--- src/rtl/tone_steer_pkg.sv ---
package tone_steer_pkg;

  typedef enum logic [1:0] {
    LIM_ACQ    = 2'd0,
    LIM_SETTLE = 2'd1,
    LIM_REL    = 2'd2
  } limSel_e;

  typedef enum logic [1:0] {
    ST_IDLE   = 2'd0,
    ST_SETTLE = 2'd1,
    ST_HELD   = 2'd2
  } steerState_e;

  typedef struct packed {
    logic    cntClr;
    logic    cntInc;
    logic    loadCode;
    limSel_e limSel;
  } steerStrobes_t;

endpackage

--- src/rtl/tone_steer_ctrl.sv ---
module tone_steer_ctrl
  import tone_steer_pkg::*;
(
  input  logic          clk,
  input  logic          rstN,
  input  logic          presenceIn,
  input  logic          cntHit,
  output steerStrobes_t strobes,
  output logic          guardOut,
  output logic          steerOut
);

  steerState_e state;
  steerState_e nextState;

  always_comb begin
    strobes   = '0;
    nextState = state;
    case (state)
      ST_IDLE: begin
        strobes.limSel = LIM_ACQ;
        if (presenceIn) begin
          if (cntHit) begin
            strobes.loadCode = 1'b1;
            strobes.cntClr   = 1'b1;
            nextState        = ST_SETTLE;
          end else begin
            strobes.cntInc = 1'b1;
          end
        end else begin
          // any gap restarts acquisition
          strobes.cntClr = 1'b1;
        end
      end
      ST_SETTLE: begin
        strobes.limSel = LIM_SETTLE;
        if (cntHit) begin
          strobes.cntClr = 1'b1;
          nextState      = ST_HELD;
        end else begin
          strobes.cntInc = 1'b1;
        end
      end
      ST_HELD: begin
        strobes.limSel = LIM_REL;
        if (!presenceIn) begin
          if (cntHit) begin
            strobes.cntClr = 1'b1;
            nextState      = ST_IDLE;
          end else begin
            strobes.cntInc = 1'b1;
          end
        end else begin
          // tone came back: dropout forgiven
          strobes.cntClr = 1'b1;
        end
      end
      default: begin
        strobes.cntClr = 1'b1;
        nextState      = ST_IDLE;
      end
    endcase
  end

  always_ff @(posedge clk or negedge rstN) begin
    if (!rstN) begin
      state    <= ST_IDLE;
      guardOut <= 1'b0;
      steerOut <= 1'b0;
    end else begin
      state    <= nextState;
      guardOut <= strobes.loadCode | (guardOut & presenceIn);
      steerOut <= (nextState == ST_HELD);
    end
  end

endmodule

--- src/rtl/tone_steer_dp.sv ---
module tone_steer_dp
  import tone_steer_pkg::*;
#(
  parameter int CODE_W = 4,
  parameter int CNT_W  = 16
) (
  input  logic              clk,
  input  logic              rstN,
  input  steerStrobes_t     strobes,
  input  logic [CODE_W-1:0] codeIn,
  input  logic [CNT_W-1:0]  acqCycles,
  input  logic [CNT_W-1:0]  settleCycles,
  input  logic [CNT_W-1:0]  relCycles,
  input  logic              outEnable,
  output logic              cntHit,
  output logic [CODE_W-1:0] codeOut,
  output logic              busDrive
);

  localparam int EXT_W = CNT_W + 1;

  logic [CNT_W-1:0]  cnt;
  logic [CNT_W-1:0]  limit;
  logic [EXT_W-1:0]  cntPlusOne;
  logic [CODE_W-1:0] codeLatch;

  always_comb begin
    case (strobes.limSel)
      LIM_ACQ:    limit = acqCycles;
      LIM_SETTLE: limit = settleCycles;
      LIM_REL:    limit = relCycles;
      default:    limit = acqCycles;
    endcase
  end

  // a limit of zero is met on the first counted cycle, same as one
  assign cntPlusOne = {1'b0, cnt} + {{CNT_W{1'b0}}, 1'b1};
  assign cntHit     = cntPlusOne >= {1'b0, limit};

  always_ff @(posedge clk or negedge rstN) begin
    if (!rstN) begin
      cnt <= '0;
    end else if (strobes.cntClr) begin
      cnt <= '0;
    end else if (strobes.cntInc) begin
      cnt <= cntPlusOne[CNT_W-1:0];
    end
  end

  always_ff @(posedge clk or negedge rstN) begin
    if (!rstN) begin
      codeLatch <= '0;
    end else if (strobes.loadCode) begin
      codeLatch <= codeIn;
    end
  end

  assign busDrive = outEnable;
  assign codeOut  = outEnable ? codeLatch : '0;

endmodule

--- src/rtl/tone_steer_validator.sv ---
module tone_steer_validator
  import tone_steer_pkg::*;
#(
  parameter int CODE_W = 4,
  parameter int CNT_W  = 16
) (
  input  logic              clk,
  input  logic              rstN,
  input  logic              presenceIn,
  input  logic [CODE_W-1:0] codeIn,
  input  logic [CNT_W-1:0]  acqCycles,
  input  logic [CNT_W-1:0]  settleCycles,
  input  logic [CNT_W-1:0]  relCycles,
  input  logic              outEnable,
  output logic [CODE_W-1:0] codeOut,
  output logic              busDrive,
  output logic              guardOut,
  output logic              steerOut
);

  steerStrobes_t strobes;
  logic          cntHit;

  tone_steer_ctrl i_ctrl (
    .clk        (clk),
    .rstN       (rstN),
    .presenceIn (presenceIn),
    .cntHit     (cntHit),
    .strobes    (strobes),
    .guardOut   (guardOut),
    .steerOut   (steerOut)
  );

  tone_steer_dp #(
    .CODE_W (CODE_W),
    .CNT_W  (CNT_W)
  ) i_dp (
    .clk          (clk),
    .rstN         (rstN),
    .strobes      (strobes),
    .codeIn       (codeIn),
    .acqCycles    (acqCycles),
    .settleCycles (settleCycles),
    .relCycles    (relCycles),
    .outEnable    (outEnable),
    .cntHit       (cntHit),
    .codeOut      (codeOut),
    .busDrive     (busDrive)
  );

endmodule

--- config.mk ---
export PLATFORM = sky130hd
export DESIGN_NAME = tone_steer_validator
export DESIGN_NICKNAME = d
export VERILOG_FILES = /design/src/rtl/tone_steer_pkg.sv /design/src/rtl/tone_steer_ctrl.sv /design/src/rtl/tone_steer_dp.sv /design/src/rtl/tone_steer_validator.sv
export SDC_FILE = /design/constraint.sdc
export NUM_CORES = 1
export LEC_CHECK = 0
export ABC_CLOCK_PERIOD_IN_PS = 8860
export BUFFER_PORTS_ARGS = -buffer_cell sky130_fd_sc_hd__buf_2
export CELL_PAD_IN_SITES_DETAIL_PLACEMENT = 2
export CELL_PAD_IN_SITES_GLOBAL_PLACEMENT = 2
export CORE_ASPECT_RATIO = 1.25
export CORE_UTILIZATION = 32
export DETAILED_ROUTE_END_ITERATION = 10
export PLACE_DENSITY_LB_ADDON = 0.1
export SLEW_MARGIN = 40
export SYNTH_ARGS = -nofsm -noshare
export SYNTH_HDL_FRONTEND = slang
export SYNTH_HIERARCHICAL = 1
export SYNTH_SLANG_ARGS = --single-unit
--- constraint.sdc ---
create_clock -name clk -period 8.86 [get_ports clk]
set_input_delay 0.886 -clock clk [delete_from_list [all_inputs] [get_ports clk]]
set_output_delay 0.886 -clock clk [all_outputs]
set_load 0.05 [all_outputs]
==> impl_metrics.toml <==
[sta]
timing.final.hold_violations = 0
max_slew_violation_total_from_the_final_report = 0
worst_slew_pin_slew_ns = 0.614
totalNegativeSetupSlack_ns = 0
slew_headroom_pct = 59.1
grt_setup_unrepaired = "false"
minimum_clock_period_ns = 4.14
clock.fmax_mhz = 242
timing.clock.skew_ns = 0.00516
setup_viol = 0
period_utilization_pct = 46.7
post-route-worst-setup-slack_ns = 4.72

[clock_tree]
post_cts_hold_buffer_count = 0
cts.repair_timing.setup_buffer_count = 0
ctsLongestPathBuffers = 2
clock_latency_late_sink_ns = 0.27
clock_sinks = 24
clkTransAtPathRegs_ns = 0.09
cts_bufs_inserted = 3
postCtsResizedCells = 0
clockRootBuffer = "sky130_fd_sc_hd__clkbuf_8"
tritoncts = "yes"
htreeDepth = 1

[place]
dpl.hpwl_um = 4630
pre_cts_slack_ns = 4.41
gp_routability_congestion = 0.807
buffer_ports.inserted = 62

[die]
dieHeight_um = 91.5
total_core_area_mm2 = 0.00617
core.rowCount = 32
fp.dieArea_mm2 = 0.00673
start_util_pct = 33.3
die_width_um = 73.6
io-pin-count = 63

[critical_path]
worstSetupStartpoint = "i_dp/cnt[0]"
timing.critical_path.arrival_ns = 4.33
r2r.worst_path.cells = 13
reg2reg_setup_slack_ns = 4.72
worst_reg2reg_endpoint = "i_dp/cnt[15]"
crit_path_start_kind = "register"
critical_path.endpoint = "i_dp/cnt[15]"
timing.critical_path.to_type = "register"
timing.setup.critical_path_class = "register to register"
cp_data_required_time_ns = 9.05
critical_path_peak_fanout = 11
worstReg2RegStart = "i_dp/cnt[0]"

[global_route]
globalRouteTotalUtil_pct = 17.9
grt_start_max_net_pins = 33
gr-total-overflow = 0
initial_antenna_violation_count = 0
wire_length_of_the_first_global_routing_pass_um = 9510
first_global_vias = 2017

[power]
power_density_mw_per_mm2 = 180
power_leakage_nw = 1.18
peak_supply_drop_v = 0.0000788

[routing]
dr.first_iter.drc_count = 26
drt-pass1-iter-count = 4
drc = 0
wire_per_inst_um = 14.9
route.vias.total = 1979
post_drt_via_cell_ratio = 5.17
postRouteWirelength_um = 5720
drt.antenna.violating_nets = 0

[layout]
share_of_final_layout_standard_cells_stronger_than_drive_strength_1_pct = 25.5
layout_overhead_on_the_synthesized_area_pct = 20.2
register_area_um2 = 601
design.final.nets = 374
area_of_the_multi_input_gates_mm2 = 0.00136
final.fill_count = 745
antenna-diode-count = 0

[outcome]
run_status = "finished, final reports clean"

[synthesis]
syn-mean-instance-area_um2 = 8.37
async_flop_share_pct = 100
synthFlopType = "sky130_fd_sc_hd__dfrtp_1"
number_of_nets_produced_by_synthesis = 320
synth_area_mm2 = 0.00205
synth_edf_count = 0
synthesis.yosys.warnings = 6
syn-instance-count = 245
yosys.area.top_type_share_pct = 29.3
seq_area_frac_synth_pct = 29.3
synthDistinctLibCells = 43
synth_area_leaders = "sky130_fd_sc_hd__dfrtp_1 (29%), sky130_fd_sc_hd__ha_1 (12%), sky130_fd_sc_hd__a21oi_1 (6.6%)"
ys_seq_elements = 24
synth_largest_area_cell = "sky130_fd_sc_hd__dfrtp_1"

[job]
max-cap-violations = 0

[hold_path]
hold_path.class = "register to register"
min-delay-start = "i_ctrl/guardOut"
## synth_stat cells (all sizes together), types with 2 or more instances
cell type	number
mux2	5
and2	7
nand2b	2
a22o	2
nor3	4
clkbuf	8
nand4	8
xor2	10
nor2	30
o21ai	9
inv	7
buf	6
a211oi	2
a21o	2
and3	4
a21oi	27
a22oi	16
ha	19
nand2	17
nand3	4
xnor2	11
or3	6
dfrtp	24
## state kept, by name, indices dropped and copies added (netlist names)
name,count
i_dp/cnt,16
i_ctrl/steerOut,1
i_ctrl/guardOut,1
i_ctrl/state,2
i_dp/codeLatch,4
## cell type report
type                    instances  area share [%]
well taps                      85            4.31
clock buffers                   4            2.23
flip-flops and latches         24            24.4
inverters                       7            1.07
repair buffers                 63            12.9
multi-input cells             200            55.1
## where the power goes
part	switching, W	internal [W]
clock	0.0000370	0.0000397
combinational	0.000136	0.0000949
sequential	0.0000143	0.000121
## kinds of logic after synthesis
group                    synth area share [%]
AO/OA/AOI/OAI                            19.8
XOR/XNOR                                 8.97
adder cells (fa/ha/maj)                  11.6
buffers and inverters                    4.58
flip-flops                               29.3
multiplexers                             3.23
AND/OR/NAND/NOR                          22.5
## how the worst min path moves through the flow
| stage | to | slack (ns) | cells after the start |
|---|---|---|---|
| global placement | i_ctrl/guardOut | 0.46 | 1 |
| CTS | i_ctrl/guardOut | 0.49 | 1 |
| detailed placement | i_ctrl/guardOut | 0.47 | 1 |
| global route | i_ctrl/guardOut | 0.53 | 1 |
| floorplan | i_dp/codeLatch[0] | 0.47 | 1 |
| finish | i_ctrl/guardOut | 0.48 | 1 |
## critical path: stages, from the launching register on
cell and delay [ns]:
sky130_fd_sc_hd__dfrtp_1 0.46, sky130_fd_sc_hd__and3_1 0.40, sky130_fd_sc_hd__nand3_1 0.23, sky130_fd_sc_hd__or3_1 0.43, sky130_fd_sc_hd__xnor2_1 0.14, sky130_fd_sc_hd__ha_1 0.32, sky130_fd_sc_hd__o211a_1 0.23, sky130_fd_sc_hd__a221oi_1 0.28
sky130_fd_sc_hd__o221ai_1 0.32, sky130_fd_sc_hd__nor3b_1 0.28, sky130_fd_sc_hd__buf_4 0.22, sky130_fd_sc_hd__nand4_4 0.15, sky130_fd_sc_hd__or4_1 0.43, sky130_fd_sc_hd__a21oi_1 0.16
## routing by layer
metal | vias to the layer above | GRT usage, % | wire length, um | share of wire [%]
li1 | 984 | - | - | -
met1 | 941 | 22.9 | 2630 | 46
met2 | 48 | 31.0 | 2740 | 48
met3 | 6 | 2.44 | 278 | 4.9
met4 | 0 | 4.49 | 74 | 1.3
met5 | - | 0 | 0 | 0
## placed cells by master (no fill, tap or decap), drive strengths merged
| cell type | synthesis | routed |
|---|---|---|
| nor2b | 1 | 1 |
| and4 | 1 | 1 |
| o211a | 1 | 1 |
| and3 | 4 | 4 |
| nand3 | 4 | 4 |
| a21o | 2 | 2 |
| or3 | 6 | 6 |
| clkbuf | 8 | 4 |
| or4 | 1 | 1 |
| a31o | 1 | 1 |
| a21oi | 27 | 27 |
| and2 | 7 | 7 |
| mux2i | 1 | 1 |
| xnor2 | 11 | 11 |
| o21a | 1 | 1 |
| a22o | 2 | 2 |
| a22oi | 16 | 16 |
| inv | 7 | 7 |
| nor2 | 30 | 30 |
| buf | 6 | 63 |
| nand2 | 17 | 17 |
| xor2 | 10 | 10 |
| o211ai | 1 | 1 |
| o221ai | 1 | 1 |
| ha | 19 | 19 |
| nor3 | 4 | 4 |
| nand4 | 8 | 8 |
| dfrtp | 24 | 24 |
| mux2 | 5 | 5 |
| nand2b | 2 | 2 |
| nor3b | 1 | 1 |
| o31ai | 1 | 1 |
| a221oi | 1 | 1 |
| or3b | 1 | 1 |
| and4bb | 1 | 1 |
| and2b | 1 | 1 |
| o21ai | 9 | 9 |
| a211oi | 2 | 2 |
## per-stage QoR
stage | total power (W) | hold WS, ns | util, % | instances | area, um2
6_report | 0.000443 | 0.481 | 40.0 | 383 | 2460
5_1_grt | 0.000487 | 0.527 | 40.0 | 383 | 2460
4_1_cts | 0.000453 | 0.493 | 39.9 | 383 | 2460
3_5_place_dp | 0.000375 | 0.471 | 39.0 | 379 | 2410
3_3_place_gp | 0.000361 | 0.459 | 39.0 | 379 | 2410
2_1_floorplan | 0.000309 | 0.473 | - | 245 | 2050
Power figures use the tool's default switching activity.
